$ cat src/rtl/xs_pkg.sv
package xs_pkg;

   typedef enum logic [1:0] {
      XS_BYTE = 2'd0,
      XS_WORD = 2'd1,
      XS_QUAD = 2'd2
   } xs_size_e;

   typedef enum logic [1:0] {
      ST_IDLE  = 2'd0,
      ST_ISSUE = 2'd1,
      ST_WAIT  = 2'd2
   } xs_state_e;

   function automatic logic [4:0] xs_bytes(input xs_size_e s);
      case (s)
         XS_QUAD: xs_bytes = 5'd16;
         XS_WORD: xs_bytes = 5'd4;
         default: xs_bytes = 5'd1;
      endcase
   endfunction

endpackage

$ cat src/rtl/xs_size_pick.sv
module xs_size_pick
   import xs_pkg::*;
#(
   parameter int CW      = 16,
   parameter bit QUAD_EN = 1'b1
) (
   input  logic [3:0]    addr_lo,
   input  logic [CW-1:0] rem,
   input  logic          quad_ok,
   output xs_size_e      size
);

   logic word_fit;
   logic quad_fit;
   logic word_al;
   logic quad_al;

   assign word_fit = (rem >= CW'(4));
   assign quad_fit = (rem >= CW'(16));
   assign word_al  = (addr_lo[1:0] == 2'b00);
   assign quad_al  = (addr_lo == 4'b0000);

   generate
      if (QUAD_EN) begin : g_quad
         always_comb begin
            if (quad_ok && quad_al && quad_fit)
               size = XS_QUAD;
            else if (word_al && word_fit)
               size = XS_WORD;
            else
               size = XS_BYTE;
         end
      end else begin : g_noquad
         logic unused_q;
         assign unused_q = quad_ok & quad_al & quad_fit;
         always_comb begin
            if (word_al && word_fit)
               size = XS_WORD;
            else
               size = XS_BYTE;
         end
      end
   endgenerate

endmodule

$ cat src/rtl/xs_step.sv
module xs_step #(
   parameter int AW = 32
) (
   input  logic          clk,
   input  logic          rst_n,
   input  logic          load_i,
   input  logic [AW-1:0] lval_i,
   input  logic          adv_i,
   input  logic [4:0]    inc_i,
   output logic [AW-1:0] q_o
);

   always_ff @(posedge clk or negedge rst_n) begin
      if (!rst_n)
         q_o <= '0;
      else if (load_i)
         q_o <= lval_i;
      else if (adv_i)
         q_o <= q_o + AW'(inc_i);
   end

endmodule

$ cat src/rtl/xs_bay.sv
module xs_bay #(
   parameter int BAY_BYTES = 16
) (
   input  logic                               clk,
   input  logic                               rst_n,
   input  logic                               load_i,
   input  logic [BAY_BYTES*8-1:0]             ldata_i,
   input  logic [$clog2(BAY_BYTES+1)-1:0]     lcnt_i,
   input  logic                               pop_i,
   input  logic [$clog2(BAY_BYTES+1)-1:0]     pcnt_i,
   output logic [$clog2(BAY_BYTES+1)-1:0]     fill_o,
   output logic [31:0]                        head_o
);

   localparam int FW = $clog2(BAY_BYTES + 1);
   localparam int DW = BAY_BYTES * 8;
   localparam int SW = FW + 3;

   logic [DW-1:0] mask;
   logic [DW-1:0] data_q;
   logic [SW-1:0] shamt;

   genvar g;
   generate
      for (g = 0; g < BAY_BYTES; g++) begin : g_mask
         assign mask[g*8 +: 8] = (FW'(g) < lcnt_i) ? 8'hFF : 8'h00;
      end
   endgenerate

   assign shamt = {pcnt_i, 3'b000};

   always_ff @(posedge clk or negedge rst_n) begin
      if (!rst_n) begin
         data_q <= '0;
         fill_o <= '0;
      end else if (load_i) begin
         data_q <= ldata_i & mask;
         fill_o <= lcnt_i;
      end else if (pop_i) begin
         data_q <= data_q >> shamt;
         fill_o <= fill_o - pcnt_i;
      end
   end

   assign head_o = data_q[31:0];

endmodule

$ cat src/rtl/xfer_sizer.sv
module xfer_sizer
   import xs_pkg::*;
#(
   parameter int AW        = 32,
   parameter int CW        = 16,
   parameter int BAY_BYTES = 16,
   parameter bit QUAD_EN   = 1'b1
) (
   input  logic                   clk,
   input  logic                   rst_n,
   input  logic                   start_i,
   input  logic                   copy_i,
   input  logic                   dir_i,
   input  logic [AW-1:0]          src_i,
   input  logic [AW-1:0]          dst_i,
   input  logic [CW-1:0]          len_i,
   input  logic                   gnt_i,
   input  logic                   xdone_i,
   input  logic [BAY_BYTES*8-1:0] rdata_i,
   output logic                   req_o,
   output logic [AW-1:0]          addr_o,
   output logic [1:0]             size_o,
   output logic                   burst_o,
   output logic                   write_o,
   output logic [31:0]            wdata_o,
   output logic [CW-1:0]          count_o,
   output logic                   busy_o,
   output logic                   done_o
);

   localparam int FW = $clog2(BAY_BYTES + 1);

   generate
      if (AW < 10) begin : g_err_aw
         $error("xfer_sizer: AW must be at least 10");
      end
      if (CW < 5 || CW < FW) begin : g_err_cw
         $error("xfer_sizer: CW too narrow");
      end
      if (BAY_BYTES < 16) begin : g_err_bay
         $error("xfer_sizer: bay must hold a full burst");
      end
   endgenerate

   xs_state_e     state_q;
   logic          copy_q;
   logic          dir_q;
   logic          wside_q;
   logic          done_q;
   logic [CW-1:0] rem_q;

   logic [AW-1:0] src_q;
   logic [AW-1:0] dst_q;
   logic [FW-1:0] fill;
   logic [31:0]   head;

   xs_size_e      size_cur;
   logic [4:0]    nbytes;
   logic [3:0]    pick_lo;
   logic [CW-1:0] pick_rem;

   logic          accept;
   logic          fin;
   logic          fin_rd;
   logic          fin_wr;
   logic          last_rd;
   logic          bay_empty;

   assign accept = (state_q == ST_IDLE) && start_i;
   assign fin    = (state_q == ST_WAIT) && xdone_i;
   assign fin_rd = fin && !wside_q;
   assign fin_wr = fin && wside_q;

   assign pick_lo  = wside_q ? dst_q[3:0] : src_q[3:0];
   assign pick_rem = wside_q ? CW'(fill) : rem_q;

   xs_size_pick #(
      .CW      (CW),
      .QUAD_EN (QUAD_EN)
   ) u_pick (
      .addr_lo (pick_lo),
      .rem     (pick_rem),
      .quad_ok (!wside_q),
      .size    (size_cur)
   );

   assign nbytes = xs_bytes(size_cur);

   xs_step #(.AW(AW)) u_src (
      .clk    (clk),
      .rst_n  (rst_n),
      .load_i (accept),
      .lval_i (src_i),
      .adv_i  (fin_rd),
      .inc_i  (nbytes),
      .q_o    (src_q)
   );

   xs_step #(.AW(AW)) u_dst (
      .clk    (clk),
      .rst_n  (rst_n),
      .load_i (accept),
      .lval_i (dst_i),
      .adv_i  (fin_wr),
      .inc_i  (nbytes),
      .q_o    (dst_q)
   );

   xs_bay #(.BAY_BYTES(BAY_BYTES)) u_bay (
      .clk     (clk),
      .rst_n   (rst_n),
      .load_i  (fin_rd && copy_q),
      .ldata_i (rdata_i),
      .lcnt_i  (FW'(nbytes)),
      .pop_i   (fin_wr),
      .pcnt_i  (FW'(nbytes)),
      .fill_o  (fill),
      .head_o  (head)
   );

   assign last_rd   = (rem_q == CW'(nbytes));
   assign bay_empty = (fill == FW'(nbytes));

   always_ff @(posedge clk or negedge rst_n) begin
      if (!rst_n) begin
         state_q <= ST_IDLE;
         copy_q  <= 1'b0;
         dir_q   <= 1'b0;
         wside_q <= 1'b0;
         done_q  <= 1'b0;
         rem_q   <= '0;
      end else begin
         done_q <= 1'b0;
         case (state_q)
            ST_IDLE: begin
               if (start_i) begin
                  copy_q  <= copy_i;
                  dir_q   <= dir_i;
                  wside_q <= 1'b0;
                  rem_q   <= len_i;
                  if (len_i == '0)
                     done_q <= 1'b1;
                  else
                     state_q <= ST_ISSUE;
               end
            end
            ST_ISSUE: begin
               if (gnt_i)
                  state_q <= ST_WAIT;
            end
            ST_WAIT: begin
               if (xdone_i) begin
                  if (!wside_q) begin
                     rem_q <= rem_q - CW'(nbytes);
                     if (copy_q) begin
                        wside_q <= 1'b1;
                        state_q <= ST_ISSUE;
                     end else if (last_rd) begin
                        state_q <= ST_IDLE;
                        done_q  <= 1'b1;
                     end else begin
                        state_q <= ST_ISSUE;
                     end
                  end else begin
                     if (bay_empty) begin
                        wside_q <= 1'b0;
                        if (rem_q == '0) begin
                           state_q <= ST_IDLE;
                           done_q  <= 1'b1;
                        end else begin
                           state_q <= ST_ISSUE;
                        end
                     end else begin
                        state_q <= ST_ISSUE;
                     end
                  end
               end
            end
            default: state_q <= ST_IDLE;
         endcase
      end
   end

   assign req_o   = (state_q == ST_ISSUE);
   assign addr_o  = wside_q ? dst_q : src_q;
   assign size_o  = size_cur;
   assign burst_o = (size_cur == XS_QUAD);
   assign write_o = copy_q ? wside_q : dir_q;
   assign wdata_o = head;
   assign count_o = rem_q;
   assign busy_o  = (state_q != ST_IDLE);
   assign done_o  = done_q;

endmodule

$ cat config.mk
export PLATFORM = sky130hd
export DESIGN_NAME = xfer_sizer
export DESIGN_NICKNAME = d
export VERILOG_FILES = /design/src/rtl/xs_pkg.sv /design/src/rtl/xs_size_pick.sv /design/src/rtl/xs_step.sv /design/src/rtl/xs_bay.sv /design/src/rtl/xfer_sizer.sv
export SDC_FILE = /design/constraint.sdc
export NUM_CORES = 1
export LEC_CHECK = 0
export CAP_MARGIN = 20
export CORE_ASPECT_RATIO = 0.8
export CORE_UTILIZATION = 60
export CTS_CLUSTER_DIAMETER = 60
export DETAILED_ROUTE_END_ITERATION = 10
export DONT_BUFFER_PORTS = 1
export PLACE_DENSITY_LB_ADDON = 0.15
export SETUP_SLACK_MARGIN = 0.4
export SLEW_MARGIN = 0
export SYNTH_ARGS = -nofsm -noshare
export SYNTH_HDL_FRONTEND = slang
export SYNTH_SLANG_ARGS = --single-unit
export TNS_END_PERCENT = 20
$ cat constraint.sdc
create_clock -name clk -period 3.5 [get_ports clk]
set_input_delay 0.35 -clock clk [delete_from_list [all_inputs] [get_ports clk]]
set_output_delay 0.35 -clock clk [all_outputs]
set_load 0.005 [all_outputs]
==> results of run 1 <==
==> cell usage in the layout (no fill, tap or decap), types with 9 or more instances in the layout <==
cell,count
a21oi_1,46
o21ai_1,109
o21ai_0,68
dfrtp_1,210
dlygate4sd3_1,116
xnor2_1,16
dfrtp_2,9
buf_4,44
a22oi_1,98
nor3_1,23
nor2_1,43
and3_1,16
clkbuf_16,25
a2bb2oi_1,27
o22ai_1,12
nand2_1,149
nand3_1,36
mux2_2,33
xor2_1,15
mux2i_1,98
o211ai_1,16
nand4_1,14
==> metal layers <==
metal  vias to the layer above  wire, µm  track usage [%]
li1                       5091         -                -
met1                      5494     16900             51.6
met2                       584     16700             48.0
met3                        93      3670             7.86
met4                         0      1240             12.3
met5                         -         0                0
==> flip-flops by register name, summed over array words and instances, names as in the netlist <==
name          cells
done_o            1
wside_q           1
copy_q            1
u_dst.q_o        32
u_bay.fill_o      5
dir_q             1
state_q           2
u_bay.data_q    128
u_src.q_o        32
count_o          16
==> where the power goes <==
part | leakage (nW) | internal [mW] | switching [mW]
Clock | 0.409 | 1.64 | 1.04
Sequential | 2.85 | 3.24 | 1.00
Combinational | 2.89 | 2.17 | 2.78
==> worst max path at each step <==
stage                      from            end  slack [ns]  depth (start not counted)
finish                  wside_q    count_o[15]        0.45                         10
global route            wside_q    count_o[10]        0.36                         12
CTS                     wside_q    count_o[15]        0.35                         10
detailed placement  count_o[13]  u_src.q_o[19]         0.1                         11
global placement     count_o[3]  u_src.q_o[25]        0.28                         11
floorplan           count_o[13]  u_dst.q_o[13]        0.40                         13
==> kinds of logic after synthesis <==
logic type / count (synthesis) / share of synthesized area, %
and+or+nand+nor: 359 / 14.0
DFF: 219 / 43.3
xor gates and xnor gates: 32 / 2.21
adders and majority gates: 12 / 1.18
buffers and inverters: 140 / 5.82
muxes: 131 / 10.7
AOI/OAI and AO/OA: 450 / 22.9
==> cell type report <==
type,count,area [µm²]
diodes,4,10.0
clock buffers,34,719
clock inverters,7,116
fillers,1536,5640
inverters,11,46.3
multi-input cells,984,6720
flip-flops and latches,219,5490
well taps,269,337
repair buffers,167,1620
==> critical path, stage by stage (launching register included) <==
cell and delay (ns):
dfrtp_2 0.41, or3b_2 0.52, nor2_2 0.14, a21o_1 0.15, nand2_2 0.10, ha_1 0.37, or3_1 0.36, a21oi_1 0.30
o211ai_4 0.16, or2_4 0.28, o211ai_1 0.17
==> repair_timing <==
action / CTS / global route
gates resized for setup: 9 / 37
pin swaps: 6 / 18
setup buffers: 7 / 7
setup endpoints to repair: 19 / 49
endpoints found under the hold margin: 334 / 219
==> summary.md, run 1 <==
| Metric | Value |
|---|---|
| Critical path arrival | 3.48 ns |
| Tot GR Track Use | 34.3% |
| Bufs on Longest Clock Path | 3 |
| Synth Instances | 1343 |
| Die height | 132 µm |
| Final std cells w/o fill | 1695 |
| Final Critical Period | 3.05 ns |
| Prevailing post-synth register cell | dfrtp_1 |
| Post-route cell area | 15100 µm² |
| Inst Count DP | 1519 |
| Vias in the first global route | 10500 |
| Synth async-reset ratio | 100% |
| Antenna-violating nets left | 0 |
| I/O pin count | 302 |
| Post-place instance area | 12700 µm² |
| Failing checks | hold timing |
| R2R Setup Slk | 0.45 ns |
| Hpwl dp | 24900 µm |
| DR WL/cell | 22.7 µm |
| #FFs+latches synth | 219 |
| Post-synth cell types | 70 |
| Initial Util | 61.2% |
| Synth warn | 0 |
| Die Wd | 164 µm |
| Clock buffer count from CTS | 24 |
| RD Place Congestion | 0.896 |
| Status | finished with violations |
| CP Max Fanout | 6 |
| Yosys top cell by area | dfrtp_1 |
| Worst slew pin tran | 0.911 ns |
| Number of buffers inserted by hold repair at cts | 116 |
| Final Setup Violations | 0 |
| Core Area | 20700 µm² |
| Clk sink count | 219 |
| Area grow syn2layout | 18.8% |
| FF-to-FF path depth | 10 |
| Total iterations of the first detailed-routing run | 5 |
| Hold WC Path Type | input pin to async pin |
| Reg-to-Reg End | count_o[15] |
| Post-layout net count | 1634 |
| Cell Area, Synth | 12700 µm² |
| Area contributors post-synth | dfrtp_1 43%, mux2i_1 7.7%, a22oi_1 5.8%, nand2_1 4.5%, o21ai_1 4.3% |
| Post-synthesis sequential area ratio | 43.3% |
| Setup tns final | 0 ns |
| PD cells | 788 nW/µm² |
| Worst Hold Slack | -0.469 ns |
| H-tree depth | 1 |
| Max Fclk | 328 MHz |
| Overall Power | 11.9 mW |
| Data required, critical path | 3.93 ns |
| Worst setup SP type | register |
| Largest net degree at the start of global routing | 220 |
| Layout cell share with drive strength beyond 1 | 13.3% |
| Synth top area share | 43.3% |
| CTS tree | yes |
| Max Slew Vio Count | 0 |
| Initial antenna violation count | 3 |
| Mean post-synth cell area | 9.43 µm² |
| Port bufs | 0 |
| Final Hold Fails | 219 |
| Leakage power | 6.14 nW |
| Synth Net Count | 1570 |
| Routed vias/inst | 6.64 |
| Max_slew headroom | 38.8% |
| Root Buffer | clkbuf_16 |
| Clock-pin slew on the worst setup and hold paths | 0.06 ns |
| Worst skew pair latency | 0.52 ns |
| First-pass GRT wire length | 58200 µm |
| Die ar. | 21700 µm² |
| Rows | 47 |
| Drt first-iter violations | 1336 |
| Vias | 11300 |
| DRC | 0 |
| Post-Place Worst Slack | 0.0981 ns |
| VDD IR-drop max | 876 µV |
| GR Overflow Total | 0 |
| Kind of critical path | register to register |
| Final setup margin | 0.450 ns |
| Max Cap Viol | 0 |
| Total Wirelength | 38500 µm |
| Synth top cells by count | 219 x dfrtp_1, 153 x nand2_1, 108 x o21ai_1 |
| Finished Core Util | 72.7% |
| Count leader, synth | dfrtp_1 |
| Critical path capture point type | register |
| Number of synthesized flops with an enable pin | 0 |
| FF-to-FF Start | wside_q |
| Worst Clk Skew | 0.0133 ns |
| RSZ-0062 raised after global routing | true |
| Period Utilization, post-route | 87.2% |
Power figures use the tool's default switching activity.
==> run 2: changes to the inputs <==
--- a/config.mk
+++ b/config.mk
@@ -11,7 +11,7 @@
 export CTS_CLUSTER_DIAMETER = 60
 export DETAILED_ROUTE_END_ITERATION = 10
 export DONT_BUFFER_PORTS = 1
-export PLACE_DENSITY_LB_ADDON = 0.15
+export PLACE_DENSITY = 0.73
 export SETUP_SLACK_MARGIN = 0.4
 export SLEW_MARGIN = 0
 export SYNTH_ARGS = -nofsm -noshare
==> run 2 against run 1 <==
- the run still ends with hold timing left
- final cell count down 0.47%
- total power down 1.4%
- combinational power up 2%
- largest cell class unchanged
==> summary.md, run 2 (synthesis gave the netlist of run 1 again) <==
| Metric | Value |
|---|---|
| Total Wirelength | 38900 µm |
| Worst Hold Slack | -0.477 ns |
| Drt first-iter violations | 1431 |
| PD cells | 785 nW/µm² |
| Root Buffer | clkbuf_16 |
| Failing checks | hold timing |
| Die ar. | 21700 µm² |
| Largest Register | u_bay.data_q |
| FF-to-FF Start | count_o[7] |
| Core Area | 20700 µm² |
| Post-layout net count | 1626 |
| Worst slew pin tran | 0.824 ns |
| R2R Setup Slk | 0.36 ns |
| Total iterations of the first detailed-routing run | 5 |
| Reg power frac | 35.9% |
| Crit path depth | 13 |
| Largest net degree at the start of global routing | 220 |
| Antenna-violating nets left | 0 |
| FF-to-FF path depth | 13 |
| Top Registers | u_bay.data_q x128, u_dst.q_o x32, u_src.q_o x32 |
| Number of buffer and inverter stages on the critical path | 3 |
| Max_slew headroom | 45.1% |
| Leakage power | 6.08 nW |
| Number of buffers inserted by hold repair at cts | 111 |
| Max Cap Viol | 0 |
| Finished Core Util | 72.0% |
| Critical path capture point type | register |
| P_sw | 4.85 mW |
| Status | finished with violations |
| Kind of critical path | register to register |
| Crit path cell chain | nor4_4 -> buf_4 -> nand4_1 -> nand2_2 -> inv_4 -> ha_4 -> and4_1 -> o211ai_1 -> buf_4 -> a21oi_4 -> nand2_2 -> or4_1 -> nand3_1 |
| Slowest-stage cell, CP | dfrtp_2 |
| Clk sink count | 219 |
| Max Slew Vio Count | 0 |
| Worst skew pair latency | 0.52 ns |
| CTS tree | yes |
| Worst setup SP type | register |
| First-pass GRT wire length | 58500 µm |
| Clock-pin slew on the worst setup and hold paths | 0.06 ns |
| Hpwl dp | 25300 µm |
| Rows | 47 |
| Logic gate share of total power | 43.2% |
| Largest delay contributor family on the critical path | simple AND/OR/NAND/NOR gates |
| Reg-to-Reg End | u_src.q_o[21] |
| H-tree depth | 1 |
| RSZ-0062 raised after global routing | true |
| Share of power burned in the clock network | 20.9% |
| Routed vias/inst | 6.67 |
| Int Pwr | 6.86 mW |
| Final Setup Violations | 0 |
| Hold WC Path Type | input pin to async pin |
| Initial antenna violation count | 5 |
| Commonest non-fill, non-tap cell in the layout | dfrtp_1 |
| Data required, critical path | 3.95 ns |
| CP Max Fanout | 6 |
| Tot GR Track Use | 34.4% |
| Die Wd | 164 µm |
| Critical path arrival | 3.58 ns |
| Max Fclk | 319 MHz |
| Bufs on Longest Clock Path | 3 |
| Most frequent cells in the layout | 215 x dfrtp_1, 149 x nand2_1, 111 x dlygate4sd3_1, 108 x o21ai_1 |
| Area grow syn2layout | 17.7% |
| GR Overflow Total | 0 |
| Crit path launch | count_o[7] |
| Final Hold Fails | 219 |
| Initial Util | 61.2% |
| Vias | 11300 |
| Max stage delay on crit path | 0.45 ns |
| Layout cell share with drive strength beyond 1 | 12.7% |
| Clock buffer count from CTS | 24 |
| Port bufs | 0 |
| Setup tns final | 0 ns |
| Die height | 132 µm |
| Worst Setup EP | u_src.q_o[21] |
| Net Sw Frac | 41.4% |
| Number of flip-flops in the largest register | 128 |
| Overall Power | 11.7 mW |
| RD Place Congestion | 0.913 |
| DRC | 0 |
| Worst Clk Skew | 0.00921 ns |
| DR WL/cell | 23.1 µm |
| Period Utilization, post-route | 89.6% |
| Vias in the first global route | 10500 |
| VDD IR-drop max | 718 µV |
| Final Critical Period | 3.14 ns |
| I/O pin count | 302 |
-- run 2: changes by cell type in the layout (fill, tap and decap cells not counted), sizes merged --
cell,delta
buf,-4
bufinv,-3
clkbuf,+3
clkinv,-1
clkinvlp,+1
diode,+1
dlygate4sd3,-5
-- run 2: layer usage --
metal | global-route usage, % | wire length (µm) | share of wire [%] | vias up
li1 | - | - | - | 5086
met5 | 0 | 0 | 0 | -
met4 | 10.3 | 1150 | 3.0 | 0
met2 | 48.1 | 16600 | 43 | 630
met3 | 8.90 | 4150 | 11 | 89
met1 | 52.1 | 17000 | 44 | 5446
-- run 2: layout make-up --
type	instances	area, µm²
well taps	269	337
fillers	1519	5790
clock buffers	36	727
diodes	5	12.5
multi-input cells	984	6690
inverters	11	48.8
repair buffers	159	1590
clock inverters	4	25.0
flip-flops and latches	219	5490
-- run 2: stage by stage --
| step | cells | worst slack [ns] | instance area (µm²) |
|---|---|---|---|
| 2_1_floorplan | 1343 | 0.396 | 12700 |
| 3_3_place_gp | 1522 | 0.279 | 12700 |
| 3_5_place_dp | 1522 | 0.199 | 12700 |
| 4_1_cts | 1677 | 0.359 | 14700 |
| 5_1_grt | 1686 | 0.207 | 14900 |
| 6_report | 1687 | 0.363 | 14900 |
-- run 2: what timing repair did --
action | CTS | global route
pin swaps | 12 | 14
hold endpoints to repair | 329 | 219
cloned | 0 | 1
buffers inserted | 4 | 3
setup endpoints to repair | 42 | 50
resized for setup | 14 | 30
-- run 2: power by group through the flow --
stage               Combinational, mW  Sequential [mW]  Clock (mW)
global route                     5.45             4.30        2.58
CTS                              4.75             4.15        2.47
finish                           5.05             4.21        2.45
floorplan                        3.71             3.86           0
detailed placement               4.56             4.18           0
global placement                 4.46             4.15           0
-- run 2: worst min-delay path by stage --
stage,startpoint,end,slack [ns],depth (start not counted)
2_1_floorplan,rst_n,copy_q,0.05,0
3_3_place_gp,rst_n,u_bay.data_q[7],0.06,0
3_5_place_dp,rst_n,u_bay.data_q[7],0.06,0
4_1_cts,rst_n,u_bay.data_q[6],-0.48,0
5_1_grt,rst_n,u_bay.data_q[23],-0.49,0
6_report,rst_n,u_bay.data_q[47],-0.48,0
-- run 2: worst reg2reg max path, cell delays in order (launching register included) --
cell	delay, ns
dfrtp_2	0.45
nor4_4	0.39
buf_4	0.18
nand4_1	0.13
nand2_2	0.18
inv_4	0.07
ha_4	0.28
and4_1	0.16
o211ai_1	0.24
buf_4	0.24
a21oi_4	0.16
nand2_2	0.11
or4_1	0.40
nand3_1	0.09
